**config.mk**
```make
export PLATFORM = sky130hd
export DESIGN_NAME = cascade_intc
export DESIGN_NICKNAME = d
export VERILOG_FILES = /design/src/rtl/intc_pkg.sv /design/src/rtl/intc_prio_enc.sv /design/src/rtl/intc_mask_reg.sv /design/src/rtl/intc_gpp_bank.sv /design/src/rtl/cascade_intc.sv
export SDC_FILE = /design/constraint.sdc
export NUM_CORES = 1
export LEC_CHECK = 0
export CAP_MARGIN = 20
export CELL_PAD_IN_SITES_DETAIL_PLACEMENT = 0
export CELL_PAD_IN_SITES_GLOBAL_PLACEMENT = 1
export CORE_MARGIN = 4
export CORE_UTILIZATION = 45
export CTS_CLUSTER_SIZE = 24
export DETAILED_ROUTE_END_ITERATION = 12
export DONT_BUFFER_PORTS = 1
export GPL_TIMING_DRIVEN = 0
export PLACE_DENSITY_LB_ADDON = 0.1
export SLEW_MARGIN = 10
export SYNTH_ARGS = -nofsm -noshare
export SYNTH_HDL_FRONTEND = slang
export SYNTH_SLANG_ARGS = --single-unit
```
**constraint.sdc**
```tcl
create_clock -name clk -period 2.77 [get_ports clk]
set_input_delay 0.4155 -clock clk [delete_from_list [all_inputs] [get_ports clk]]
set_output_delay 0.4155 -clock clk [all_outputs]
set_load 0.01 [all_outputs]
```
**src/rtl/intc_pkg.sv**
```systemverilog
`timescale 1ns/1ps
package intc_pkg;
  typedef enum logic [1:0] {
    GRP_LO  = 2'd0,
    GRP_HI  = 2'd1,
    GRP_GPP = 2'd2
  } grp_e;

  // main window offsets
  localparam logic [7:0] OFF_CAUSE_LO = 8'h04;
  localparam logic [7:0] OFF_CAUSE_HI = 8'h0C;
  localparam logic [7:0] OFF_MASK_LO  = 8'h14;
  localparam logic [7:0] OFF_MASK_HI  = 8'h1C;
  localparam logic [7:0] OFF_SELECT   = 8'h24;
  // pin-group window offsets
  localparam logic [7:0] OFF_GPP_CAUSE = 8'h08;
  localparam logic [7:0] OFF_GPP_MASK  = 8'h0C;
endpackage

```
**src/rtl/intc_prio_enc.sv**
```systemverilog
`timescale 1ns/1ps
module intc_prio_enc #(
  parameter int W = 32,
  localparam int IW = $clog2(W)
) (
  input  logic [W-1:0]  req,
  output logic          any,
  output logic [IW-1:0] idx
);
  always_comb begin
    idx = '0;
    for (int i = 0; i < W; i++) begin
      if (req[i]) idx = IW'(i);
    end
  end
  assign any = |req;
endmodule

```
**src/rtl/intc_mask_reg.sv**
```systemverilog
`timescale 1ns/1ps
module intc_mask_reg #(
  parameter int W = 32,
  parameter logic [W-1:0] RST_VAL = '0
) (
  input  logic         clk,
  input  logic         rst_n,
  input  logic         we,
  input  logic [W-1:0] wdata,
  output logic [W-1:0] q
);
  always_ff @(posedge clk or negedge rst_n) begin
    if (!rst_n)  q <= RST_VAL;
    else if (we) q <= wdata;
  end
endmodule

```
**src/rtl/intc_gpp_bank.sv**
```systemverilog
`timescale 1ns/1ps
module intc_gpp_bank #(
  parameter int W = 32,
  parameter int GRPS = 4,
  localparam int PER = W / GRPS
) (
  input  logic            clk,
  input  logic            rst_n,
  input  logic [W-1:0]    pins,
  input  logic            clr_we,
  input  logic            mask_we,
  input  logic [W-1:0]    wdata,
  output logic [W-1:0]    cause,
  output logic [W-1:0]    mask,
  output logic [W-1:0]    pend,
  output logic [GRPS-1:0] summary
);
  logic [W-1:0] keep;

  // a write clears the bits written as 0; live pins always set
  assign keep = clr_we ? wdata : '1;

  always_ff @(posedge clk or negedge rst_n) begin
    if (!rst_n) cause <= '0;
    else        cause <= (cause & keep) | pins;
  end

  intc_mask_reg #(.W(W), .RST_VAL('0)) u_mask (
    .clk(clk), .rst_n(rst_n), .we(mask_we), .wdata(wdata), .q(mask)
  );

  assign pend = cause & mask;

  for (genvar g = 0; g < GRPS; g++) begin : g_sum
    assign summary[g] = |pend[g*PER +: PER];
  end
endmodule

```
**src/rtl/cascade_intc.sv**
```systemverilog
`timescale 1ns/1ps
module cascade_intc #(
  parameter int W = 32,
  parameter int AW = 8,
  parameter int GPP_GRPS = 4,
  parameter int SUM_LSB = 24,
  parameter int HALF_BIT = 30,
  localparam int IW = $clog2(W),
  localparam int VW = IW + 2
) (
  input  logic          clk,
  input  logic          rst_n,
  input  logic          wr_en,
  input  logic          gpp_win,
  input  logic [AW-1:0] addr,
  input  logic [W-1:0]  wdata,
  output logic [W-1:0]  rdata,
  input  logic [W-1:0]  main_lo_src,
  input  logic [W-1:0]  main_hi_src,
  input  logic [W-1:0]  gpp_src,
  output logic          irq_out,
  output logic [VW-1:0] irq_vec
);
  import intc_pkg::*;

  localparam logic [W-1:0] HI_MASK_RST = W'({GPP_GRPS{1'b1}}) << SUM_LSB;

  logic [W-1:0] mask_lo, mask_hi, gpp_cause, gpp_mask, gpp_pend;
  logic [W-1:0] cause_hi, m_lo, m_hi, sel_val;
  logic [GPP_GRPS-1:0] gpp_sum;
  logic lo_any, hi_any, gpp_any;
  logic [IW-1:0] idx_lo, idx_hi, idx_gpp;

  logic we_mlo, we_mhi, we_gclr, we_gmask;
  assign we_mlo   = wr_en && !gpp_win && (addr == AW'(OFF_MASK_LO));
  assign we_mhi   = wr_en && !gpp_win && (addr == AW'(OFF_MASK_HI));
  assign we_gclr  = wr_en &&  gpp_win && (addr == AW'(OFF_GPP_CAUSE));
  assign we_gmask = wr_en &&  gpp_win && (addr == AW'(OFF_GPP_MASK));

  intc_mask_reg #(.W(W), .RST_VAL('0)) u_mask_lo (
    .clk(clk), .rst_n(rst_n), .we(we_mlo), .wdata(wdata), .q(mask_lo)
  );
  intc_mask_reg #(.W(W), .RST_VAL(HI_MASK_RST)) u_mask_hi (
    .clk(clk), .rst_n(rst_n), .we(we_mhi), .wdata(wdata), .q(mask_hi)
  );

  intc_gpp_bank #(.W(W), .GRPS(GPP_GRPS)) u_gpp (
    .clk(clk), .rst_n(rst_n), .pins(gpp_src), .clr_we(we_gclr),
    .mask_we(we_gmask), .wdata(wdata), .cause(gpp_cause),
    .mask(gpp_mask), .pend(gpp_pend), .summary(gpp_sum)
  );

  // cascade: pin-group summary merges into the high cause
  always_comb begin
    cause_hi = main_hi_src;
    cause_hi[SUM_LSB +: GPP_GRPS] = main_hi_src[SUM_LSB +: GPP_GRPS] | gpp_sum;
  end

  assign m_lo = main_lo_src & mask_lo;
  assign m_hi = cause_hi & mask_hi;

  intc_prio_enc #(.W(W)) u_enc_lo  (.req(m_lo),     .any(lo_any),  .idx(idx_lo));
  intc_prio_enc #(.W(W)) u_enc_hi  (.req(m_hi),     .any(hi_any),  .idx(idx_hi));
  intc_prio_enc #(.W(W)) u_enc_gpp (.req(gpp_pend), .any(gpp_any), .idx(idx_gpp));

  always_comb begin
    sel_val = '0;
    if (lo_any) begin
      sel_val = m_lo;
      sel_val[HALF_BIT] = 1'b0;
    end else if (hi_any) begin
      sel_val = m_hi;
      sel_val[HALF_BIT] = 1'b1;
    end
  end

  always_comb begin
    irq_vec = '0;
    if (lo_any)
      irq_vec = {GRP_LO, idx_lo};
    else if (hi_any) begin
      if ((|m_hi[SUM_LSB +: GPP_GRPS]) && gpp_any)
        irq_vec = {GRP_GPP, idx_gpp};
      else
        irq_vec = {GRP_HI, idx_hi};
    end
  end

  assign irq_out = lo_any | hi_any;

  always_comb begin
    rdata = '0;
    if (gpp_win) begin
      if (addr == AW'(OFF_GPP_CAUSE))     rdata = gpp_cause;
      else if (addr == AW'(OFF_GPP_MASK)) rdata = gpp_mask;
    end else begin
      case (addr)
        AW'(OFF_CAUSE_LO): rdata = main_lo_src;
        AW'(OFF_CAUSE_HI): rdata = cause_hi;
        AW'(OFF_MASK_LO):  rdata = mask_lo;
        AW'(OFF_MASK_HI):  rdata = mask_hi;
        AW'(OFF_SELECT):   rdata = sel_val;
        default:           rdata = '0;
      endcase
    end
  end
endmodule

```
# After elaboration in Yosys (flattened, before gate mapping)

Index checks and enable logic that the tools add are counted.

Equal/unequal tests: 6
Muxes and demuxes: 103
Bitwise operators: 7
Reductions and logical operators: 16

Operator list:

| operator                                       | count |
|---|---|
| 2-to-1 mux 5 bit                               | 48 |
| 2-to-1 mux 32 bit                              | 6 |
| case mux 32 bit (5 select lines)               | 1 |
| bitwise AND 32 bit                             | 4 |
| 2-to-1 mux 4 bit                               | 24 |
| OR reduction 32 bit                            | 3 |
| 2-to-1 mux 3 bit                               | 12 |
| OR 32 bit                                      | 1 |
| OR reduction 8 bit                             | 4 |
| 2-to-1 mux 7 bit                               | 3 |
| == test 8 x 4 -> 1 bit (second input constant) | 2 |
| == test 8 x 5 -> 1 bit (second input constant) | 2 |
| 2-to-1 mux 2 bit                               | 6 |
| == test 8 x 3 -> 1 bit (second input constant) | 1 |
| == test 8 x 6 -> 1 bit (second input constant) | 1 |
| logical AND 1 bit                              | 7 |
| OR 4 bit                                       | 1 |
| OR reduction 4 bit                             | 1 |
| 2-to-1 mux 1 bit                               | 3 |
| logical NOT 1 bit                              | 1 |
| OR 1 bit                                       | 1 |

Register bits: 128
Input port bits: 140

# Longest topological paths before layout

Gate-level depths: netlist of the first run.

Depth in word-level cells: 38
Depth in mapped cells: 9
Depth with buffers taken out: 8

# Modules after synthesis

Synthesis of the first run repeated with hierarchy kept, for this count alone.

Cell total of the unflattened synthesis: 854
Area, all modules: 9381.5 um^2

By module, submodules not included:

| module                           | instances | cells each | area an instance (um^2) |
|---|---|---|---|
| intc_mask_reg (u_gpp.u_mask ...) | 2         | 68         | 1345.0 |
| cascade_intc                     | 1         | 321        | 2688.8 |
| intc_gpp_bank                    | 1         | 143        | 1552.7 |
| intc_mask_reg (u_mask_hi)        | 1         | 68         | 1350.0 |
| intc_prio_enc                    | 3         | 62         | 366.6 |

# Least setup slack after synthesis of the first run

Ideal clock, no wire load.

Kind: input-to-output
Start: in main_lo_src[18]
End: out rdata[10]
Data arrival time: 2390 ps
Required time: 2355 ps
Slack: -35 ps
Stages: 9
Path buffers: 2
Cells stage by stage: a22o_1 > nor4_2 > nand2_1 > nor4_4 > o21ai_4 > or2_1 > buf_4 > buf_6 > o21ai_1

Word-level cells in the longest chain between the ends: 5

Ends and longest elaborated chain:

| element                          | RTL line            | source |
|---|---|---|
| start, declared                  | cascade_intc.sv:18  | `input logic [W-1:0] main_lo_src,` |
| bitwise AND 32 bit               | cascade_intc.sv:59  | `assign m_lo = main_lo_src & mask_lo;` |
| OR reduction 32 bit              | intc_prio_enc.sv:16 | `assign any = \|req;` |
| 2-to-1 mux 32 bit                | cascade_intc.sv:68  | `if (lo_any) begin` |
| case mux 32 bit (5 select lines) | cascade_intc.sv:97  | `case (addr)` |
| 2-to-1 mux 32 bit                | cascade_intc.sv:93  | `if (gpp_win) begin` |
| end, declared                    | cascade_intc.sv:17  | `output logic [W-1:0] rdata,` |

Every way passes these cells.

# Final worst setup path of the first run

Start: reg u_gpp.u_mask.q[18]
End: out irq_vec[0]

Word-level cells in the longest chain between the ends: 18

Ends and longest elaborated chain:

| element                         | RTL line            | source |
|---|---|---|
| start, declared                 | intc_mask_reg.sv:10 | `output logic [W-1:0] q` |
| start signal, assigned          | intc_mask_reg.sv:14 | `else if (we) q <= wdata;` |
| bitwise AND 32 bit (*)          | intc_gpp_bank.sv:32 | `assign pend = cause & mask;` |
| 2-to-1 mux 5 bit (14 in series) | intc_prio_enc.sv:13 | `if (req[i]) idx = IW'(i);` |
| 2-to-1 mux 7 bit                | cascade_intc.sv:82  | `if ((\|m_hi[SUM_LSB +: GPP_GRPS]) && gpp_any)` |
| 2-to-1 mux 7 bit (*)            | cascade_intc.sv:81  | `else if (hi_any) begin` |
| 2-to-1 mux 7 bit (*)            | cascade_intc.sv:79  | `if (lo_any)` |
| end, declared                   | cascade_intc.sv:22  | `output logic [VW-1:0] irq_vec` |

Every way passes the cells marked *; elsewhere a longest branch is shown, timed or not.

==> summary.txt, run 1 <==
Worst setup path
  • R2R Setup Slk: 1890 ps
  • Cell mode on critical path: o21ai_4
  • Crit-path max cell delay: 560 ps
  • Critical path class: reg -> out
  • Critical Path End Type: primary output
  • WP data arrival: 2990 ps
  • Slowest cell on the critical path: or4_4
  • Worst path top cell family by delay: compound AO/OA/AOI/OAI gates
  • Worst Path Required: 2350 ps
  • CP Launch Type: flip-flop
  • CP Cell Sequence: a22o_4 -> or4_4 -> o21ai_4 -> nand4_4 -> o21ai_4 -> buf_6 -> a41oi_2 -> a221o_1
  • Buf/Inv on CP: 1
  • Critical-path maximum fanout: 8

Logic synthesis
  • Post-Syn Nets: 941
  • Post-synth top cells: dfrtp_1, nand2_1, mux2_2
  • Top-count cell post-synth: dfrtp_1
  • Synth Flop Type: dfrtp_1
  • Post-synth EDFFs: 0
  • Seq cells post-synth: 128
  • Post-synth ARST share: 100.0%
  • Syn Inst Count: 801
  • Seq/Total Area, Yosys: 39.03%
  • Synthesized cell area: 8219 um2
  • Post-Syn Area per Cell: 10.26 um2
  • Top cell type by total area after synthesis: dfrtp_1
  • Yosys top cell area share: 37.75%
  • Distinct cell type count after synthesis: 65
  • Synth top area cells: dfrtp_1, mux2_2, mux4_2
  • Yosys warns: 0

Routing
  • DR pass1 iterations: 5
  • Residual DRC: 0
  • Initial detailed-routing violation count: 595
  • Final ANT Viol Nets: 0
  • DR WL/cell: 28.48 um
  • Routed WL: 31,280 um
  • Vias: 7,472
  • DR vias/cell: 6.805

Layout
  • Final Cell Area: 10,040 um2
  • Layout cells sized above 1: 30.76%
  • Area growth, synth to finish: 22.16%
  • Fill cell count: 1,579
  • Nets: 995

Placed design
  • GP Congestion: 0.9512
  • DP Area: 8509 um2
  • DP HPWL: 22,600 um
  • PortBufs: 0

Floorplanning
  • Io pins: 180
  • Row count: 49
  • Die height: 143.1 um
  • Die Span X: 143.1 um
  • Total die area: 20,490 um2
  • Initial Util: 45.75%
  • Core area: 17,960 um2

Timing
  • Final setup fails: 40
  • Rel. slew slack: 30.11%
  • Setup ws final: -635.7 ps
  • Slew Limit Fails: 0
  • Fmax: 293.6 MHz
  • Final hold slack: -318.6 ps
  • Crit share post-route: 122.9%
  • Unrepaired setup endpoints after global routing: yes
  • Final Hold Fails: 128
  • Worst-Margin Slew: 1048 ps
  • Post-layout minimum cycle time: 3406 ps
  • Final Skew: 0 ps

CTS
  • Clock tree from TritonCTS: built
  • CTS clk-pin slew, worst paths: 60 ps
  • Clk buf depth: 2
  • Clk_lat worst skew: 430 ps
  • # H-tree levels: 4
  • Sink Count: 128
  • Num CTS Buffers: 17
  • Root buf cell: clkbuf_16

Power
  • Final Power: 5195 uW
  • Worst vdd ir: 0.6300 mV
  • Combinational share of power: 15.1%
  • Leakage power: 0.004215 uW
  • Sw power: 1383 uW
  • Flop pwr share: 37.6%
  • Clock Power Share: 47.3%
  • Switching share of power: 26.62%
  • PD cells: 517.4 nW/um2
  • Internal: 3812 uW

Outcome
  • Run status: complete, but fails checks
  • Violated checks: hold timing, setup timing

GRT
  • Initial antenna violation count: 0
  • Largest net degree at the start of global routing: 129
  • Total gr overflow: 0
  • GRT Overall Usage: 30.28%
  • Global-route wire length before repair: 46,460 um
  • Vias in the first global route: 7,758

Worst hold path
  • Worst Hold Class: in -> async

Run
  • Max_cap viols: 0
-- final cells by class --
class	instances	area (um2)	area share, %
antenna	1	2.502	0.02492
buffer	37	212.7	2.118
clock buffer	20	446.7	4.449
clock inverter	12	183.9	1.832
inverter	7	26.28	0.2617
multi-input combinational	629	5340	53.18
sequential	128	3213	32.00
tap	229	286.5	2.854
timing repair buffer	35	329.1	3.277
-- metrics by stage --
stage	setup slack (ps)	TNS, ps	instances	util [%]
6_report	-635.7	-20480	1098	55.90
5_1_grt	-659.8	-21930	1097	55.88
4_1_cts	-579.9	-19230	1083	53.83
3_5_place_dp	-848.5	-53690	1030	47.37
3_3_place_gp	-839.7	-51830	1030	47.37
2_1_floorplan	-14.54	-247.2	801	-
-- flip-flops by register name, summed over array words and instances (netlist names) --
name            count
u_mask_lo.q        32
u_mask_hi.q        32
u_gpp.cause        32
u_gpp.u_mask.q     32
-- power by group through the flow --
| stage | clock network (uW) | registers [uW] | logic (uW) |
|---|---|---|---|
| 2_1_floorplan | 0 | 1970 | 426 |
| 4_1_cts | 2470 | 1950 | 698 |
| 3_5_place_dp | 0 | 1980 | 575 |
| 5_1_grt | 2550 | 1960 | 815 |
| 3_3_place_gp | 0 | 1980 | 571 |
| 6_report | 2460 | 1950 | 785 |
-- placed cells by master, fill, tap and decap left out, drive strengths merged, types with 4 or more instances in the layout --
cell    count
a31oi       8
nand2     107
clkbuf     37
o211ai      8
clkinv      5
nor2       16
nand2b     37
inv         8
dfstp       4
buf        55
nand4      10
nand3      26
and2        5
a22oi      20
nor4        7
o221ai      4
mux2      100
o21ai      72
o22ai      31
a21oi      41
dfrtp     124
nor3        4
a22o       15
mux2i      34
bufinv      4
a32oi       9
mux4       26
-- cell families after synthesis --
kind of cell | after synthesis | synth area share (%)
buf+inv | 44 | 2.527
compound gates | 242 | 19.29
flops | 128 | 39.03
mux | 160 | 24.97
simple gates | 227 | 14.19
-- path summary, 6_finish.rpt --
path / from / end / cells past startpoint
max: u_gpp.u_mask.q[18] / irq_vec[0] / 8
min: rst_n / u_mask_lo.q[27] / 0
max reg2reg: u_mask_lo.q[20] / u_mask_lo.q[20] / 2
min reg2reg: u_mask_lo.q[6] / u_mask_lo.q[6] / 1
max in group asynchronous: rst_n / u_mask_lo.q[31] / 0
min in group clk: gpp_src[18] / u_gpp.cause[18] / 1
-- worst register-to-register path: cells and delay by family, from the launching register on --
kind | cells | cell delay [ps]
buffers and inverters | 1 | 150
DFF | 1 | 380
muxes | 1 | 250
-- routing by layer --
metal | vias up | global-route usage [%] | routed length [um]
li1 | 3221 | - | -
met2 | 374 | 49.01 | 14960
met3 | 79 | 8.339 | 2819
met5 | - | 0 | 0
met1 | 3798 | 38.45 | 12180
met4 | 0 | 12.41 | 1312
-- what timing repair did --
item                                    4_1_cts  5_1_grt
gates cloned                                  1        2
hold endpoints to repair                    128      128
pin swaps                                    20       27
gates resized for setup                      73       44
buffers inserted                             20       12
endpoints found under the setup margin       40       40
Power figures use the tool's default switching activity.
==> inputs of run 2 (changes only) <==
--- a/config.mk
+++ b/config.mk
@@ -8,13 +8,13 @@
 export CAP_MARGIN = 20
 export CELL_PAD_IN_SITES_DETAIL_PLACEMENT = 0
 export CELL_PAD_IN_SITES_GLOBAL_PLACEMENT = 1
-export CORE_MARGIN = 4
+export CORE_MARGIN = 8
 export CORE_UTILIZATION = 45
 export CTS_CLUSTER_SIZE = 24
 export DETAILED_ROUTE_END_ITERATION = 12
 export DONT_BUFFER_PORTS = 1
-export GPL_TIMING_DRIVEN = 0
 export PLACE_DENSITY_LB_ADDON = 0.1
+export SETUP_SLACK_MARGIN = 0.3
 export SLEW_MARGIN = 10
 export SYNTH_ARGS = -nofsm -noshare
 export SYNTH_HDL_FRONTEND = slang
==> run 2 against run 1 <==
  * The flow still finishes with violations (hold timing, setup timing)
  * Critical path depth increased by 3
  * Register-to-register slack got worse by 70 ps
  * Wire length increased by 5.5%
  * Sequential share of layout area decreased by 2.7 points
  * Core utilization increased by 5.1 points
  * Setup slack improved by 110 ps
  * Global-route usage decreased by 1.4 points
  * Clock power about the same
  * Highest routed layer unchanged
  * Die area increased by 11%
==> summary.txt, run 2 (synthesis results as in run 1) <==
Timing
  • Worst-Margin Slew: 530.6 ps (was 1048 ps)
  • Unrepaired setup endpoints after global routing: yes (unchanged)
  • Final Skew: 0 ps (unchanged)
  • Post-layout minimum cycle time: 3301 ps (was 3406 ps)
  • Crit share post-route: 119.2% (was 122.9%)
  • Final setup fails: 40 (unchanged)
  • Fmax: 303.0 MHz (was 293.6 MHz)
  • Rel. slew slack: 64.25% (was 30.11%)
  • Slew Limit Fails: 0 (unchanged)
  • Final hold slack: -318.1 ps (was -318.6 ps)
  • Setup ws final: -530.6 ps (was -635.7 ps)
  • Final Hold Fails: 128 (unchanged)

Floorplanning
  • Total die area: 22,840 um2 (was 20,490 um2)
  • Initial Util: 45.75% (unchanged)
  • Row count: 49 (unchanged)
  • Die height: 151.1 um (was 143.1 um)
  • Io pins: 180 (unchanged)
  • Die Span X: 151.1 um (was 143.1 um)
  • Core area: 17,960 um2 (unchanged)

Worst setup path
  • WP data arrival: 2890 ps (was 2990 ps)
  • Critical Path End Type: primary output (unchanged)
  • CP Cell Sequence: a22oi_2 -> buf_4 -> nand4_1 -> buf_6 -> o21ai_4 -> buf_6 -> nand4_4 -> o21ai_4 -> buf_6 -> a41oi_2 -> a221o_1 (was a22o_4 -> or4_4 -> o21ai_4 -> nand4_4 -> o21ai_4 -> buf_6 -> a41oi_2 -> a221o_1)
  • Slowest cell on the critical path: a221o_1 (was or4_4)
  • Cell mode on critical path: buf_6 (was o21ai_4)
  • Critical path class: reg -> out (unchanged)
  • Critical-path maximum fanout: 8 (unchanged)
  • Worst Path Required: 2350 ps (about the same)
  • Worst path top cell family by delay: compound AO/OA/AOI/OAI gates (unchanged)
  • Buf/Inv on CP: 4 (was 1)
  • CP Launch Type: flip-flop (unchanged)
  • Crit-path max cell delay: 410 ps (was 560 ps)

Routing
  • DR vias/cell: 6.506 (was 6.805)
  • Initial detailed-routing violation count: 603 (was 595)
  • DR WL/cell: 27.01 um (was 28.48 um)
  • Vias: 7,950 (was 7,472)
  • Final ANT Viol Nets: 0 (unchanged)
  • DR pass1 iterations: 7 (was 5)
  • Routed WL: 33,010 um (was 31,280 um)
  • Residual DRC: 0 (unchanged)

GRT
  • GRT Overall Usage: 28.89% (was 30.28%)
  • Global-route wire length before repair: 49,150 um (was 46,460 um)
  • Initial antenna violation count: 1 (was 0)
  • Vias in the first global route: 8,333 (was 7,758)
  • Total gr overflow: 0 (unchanged)
  • Largest net degree at the start of global routing: 129 (unchanged)

Placed design
  • DP HPWL: 24,180 um (was 22,600 um)
  • PortBufs: 0 (unchanged)
  • Setup slack at placement: -226.6 ps (was -848.5 ps)
  • DP Area: 9935 um2 (was 8509 um2)
  • GP Congestion: 0.9516 (was 0.9512)

Power
  • PD cells: 473.7 nW/um2 (was 517.4 nW/um2)
  • Final Power: 5195 uW (about the same)
  • Sw power: 1299 uW (was 1383 uW)
  • Clock Power Share: 47.2% (was 47.3%)
  • Switching share of power: 25.00% (was 26.62%)
  • Combinational share of power: 15.5% (was 15.1%)
  • Worst vdd ir: 0.5177 mV (was 0.6300 mV)
  • Leakage power: 0.004860 uW (was 0.004215 uW)
  • Flop pwr share: 37.3% (was 37.6%)
  • Internal: 3896 uW (was 3812 uW)

CTS
  • Sink Count: 128 (unchanged)
  • # H-tree levels: 4 (unchanged)
  • Root buf cell: clkbuf_16 (unchanged)
  • Num CTS Buffers: 17 (unchanged)
  • Clock tree from TritonCTS: built (unchanged)
  • Clk_lat worst skew: 430 ps (about the same)
  • Clk buf depth: 2 (unchanged)
  • CTS clk-pin slew, worst paths: 60 ps (about the same)

Layout
  • Final Cell Area: 10,970 um2 (was 10,040 um2)
  • Nets: 1,119 (was 995)
  • Fill cell count: 1,518 (was 1,579)
  • Area growth, synth to finish: 33.41% (was 22.16%)
  • Final core occ: 61.04% (was 55.90%)
  • Footprint of the multi-input gates: 5201 um2 (was 5340 um2)
  • Area occupied by registers: 3208 um2 (was 3213 um2)
  • Layout cells sized above 1: 39.21% (was 30.76%)
  • Commonest non-fill, non-tap cell in the layout: buf_4 (was dfrtp_1)
  • Most frequent cells in the layout: buf_4, dfrtp_1, nand2_1, mux2_2, o21ai_1 (was dfrtp_1, nand2_1, mux2_2, a21oi_1, nand2b_1)

Outcome
  • Violated checks: hold timing, setup timing (unchanged)
  • Run status: complete, but fails checks (unchanged)

Run
  • Max_cap viols: 0 (unchanged)

Worst hold path
  • Worst Hold Class: in -> async (unchanged)
## run 2: repair_timing
item | in CTS | in global routing
resized for setup | 26 | 30
setup endpoints to repair | 40 | 40
endpoints found under the hold margin | 128 | 128
pin swaps | 11 | 15
cloned | 1 | 0
buffers inserted | 8 | 5
## run 2: worst paths after layout
| check | start | end | slack, ps | cells after the start |
|---|---|---|---|---|
| setup / recovery | u_gpp.u_mask.q[8] | irq_vec[0] | -530 | 11 |
| hold / removal | rst_n | u_gpp.cause[26] | -320 | 0 |
| setup reg to reg | u_mask_lo.q[18] | u_mask_lo.q[18] | 1820 | 2 |
| hold reg to reg | u_mask_lo.q[6] | u_mask_lo.q[6] | 530 | 1 |
| max in group asynchronous | rst_n | u_mask_hi.q[25] | 2870 | 0 |
| min in group clk | gpp_src[3] | u_gpp.cause[3] | 90 | 1 |
## run 2: worst register-to-register path, delay by kind of cell, from the launching register on
family,cells,cell delay (ps)
buf+inv,1,150
flops,1,390
mux,1,290
## run 2: cell type report
| cell class | instances | area share (%) |
|---|---|---|
| well taps | 229 | 2.613 |
| clock inverters | 12 | 1.654 |
| repair buffers | 195 | 14.62 |
| diodes | 1 | 0.02282 |
| clock buffers | 20 | 4.165 |
| inverters | 7 | 0.2396 |
| multi-input cells | 630 | 47.43 |
| flip-flops and latches | 128 | 29.26 |
## run 2: per-stage QoR
| step | std cells | hold slack, ps | TNS, ps |
|---|---|---|---|
| 2_1_floorplan | 801 | 119.9 | -2.448 |
| 3_3_place_gp | 1175 | 125.1 | -3933 |
| 3_5_place_dp | 1175 | 124.0 | -4999 |
| 4_1_cts | 1216 | -329.6 | -13880 |
| 5_1_grt | 1222 | -335.0 | -19310 |
| 6_report | 1222 | -318.1 | -16880 |
## run 2: power groups by stage
stage | sequential, uW | combinational (uW) | clock, uW
3_5_place_dp | 1970 | 704 | 0
6_report | 1940 | 805 | 2450
2_1_floorplan | 1970 | 430 | 0
3_3_place_gp | 1970 | 696 | 0
4_1_cts | 1940 | 773 | 2480
5_1_grt | 1940 | 845 | 2560
## run 2: routing by layer
layer,share of wire (%),GRT usage [%],vias up
met5,0,0,-
met3,9.3,9.023,68
met1,39,34.25,4026
met4,3.0,11.23,0
li1,-,-,3466
met2,49,48.13,390
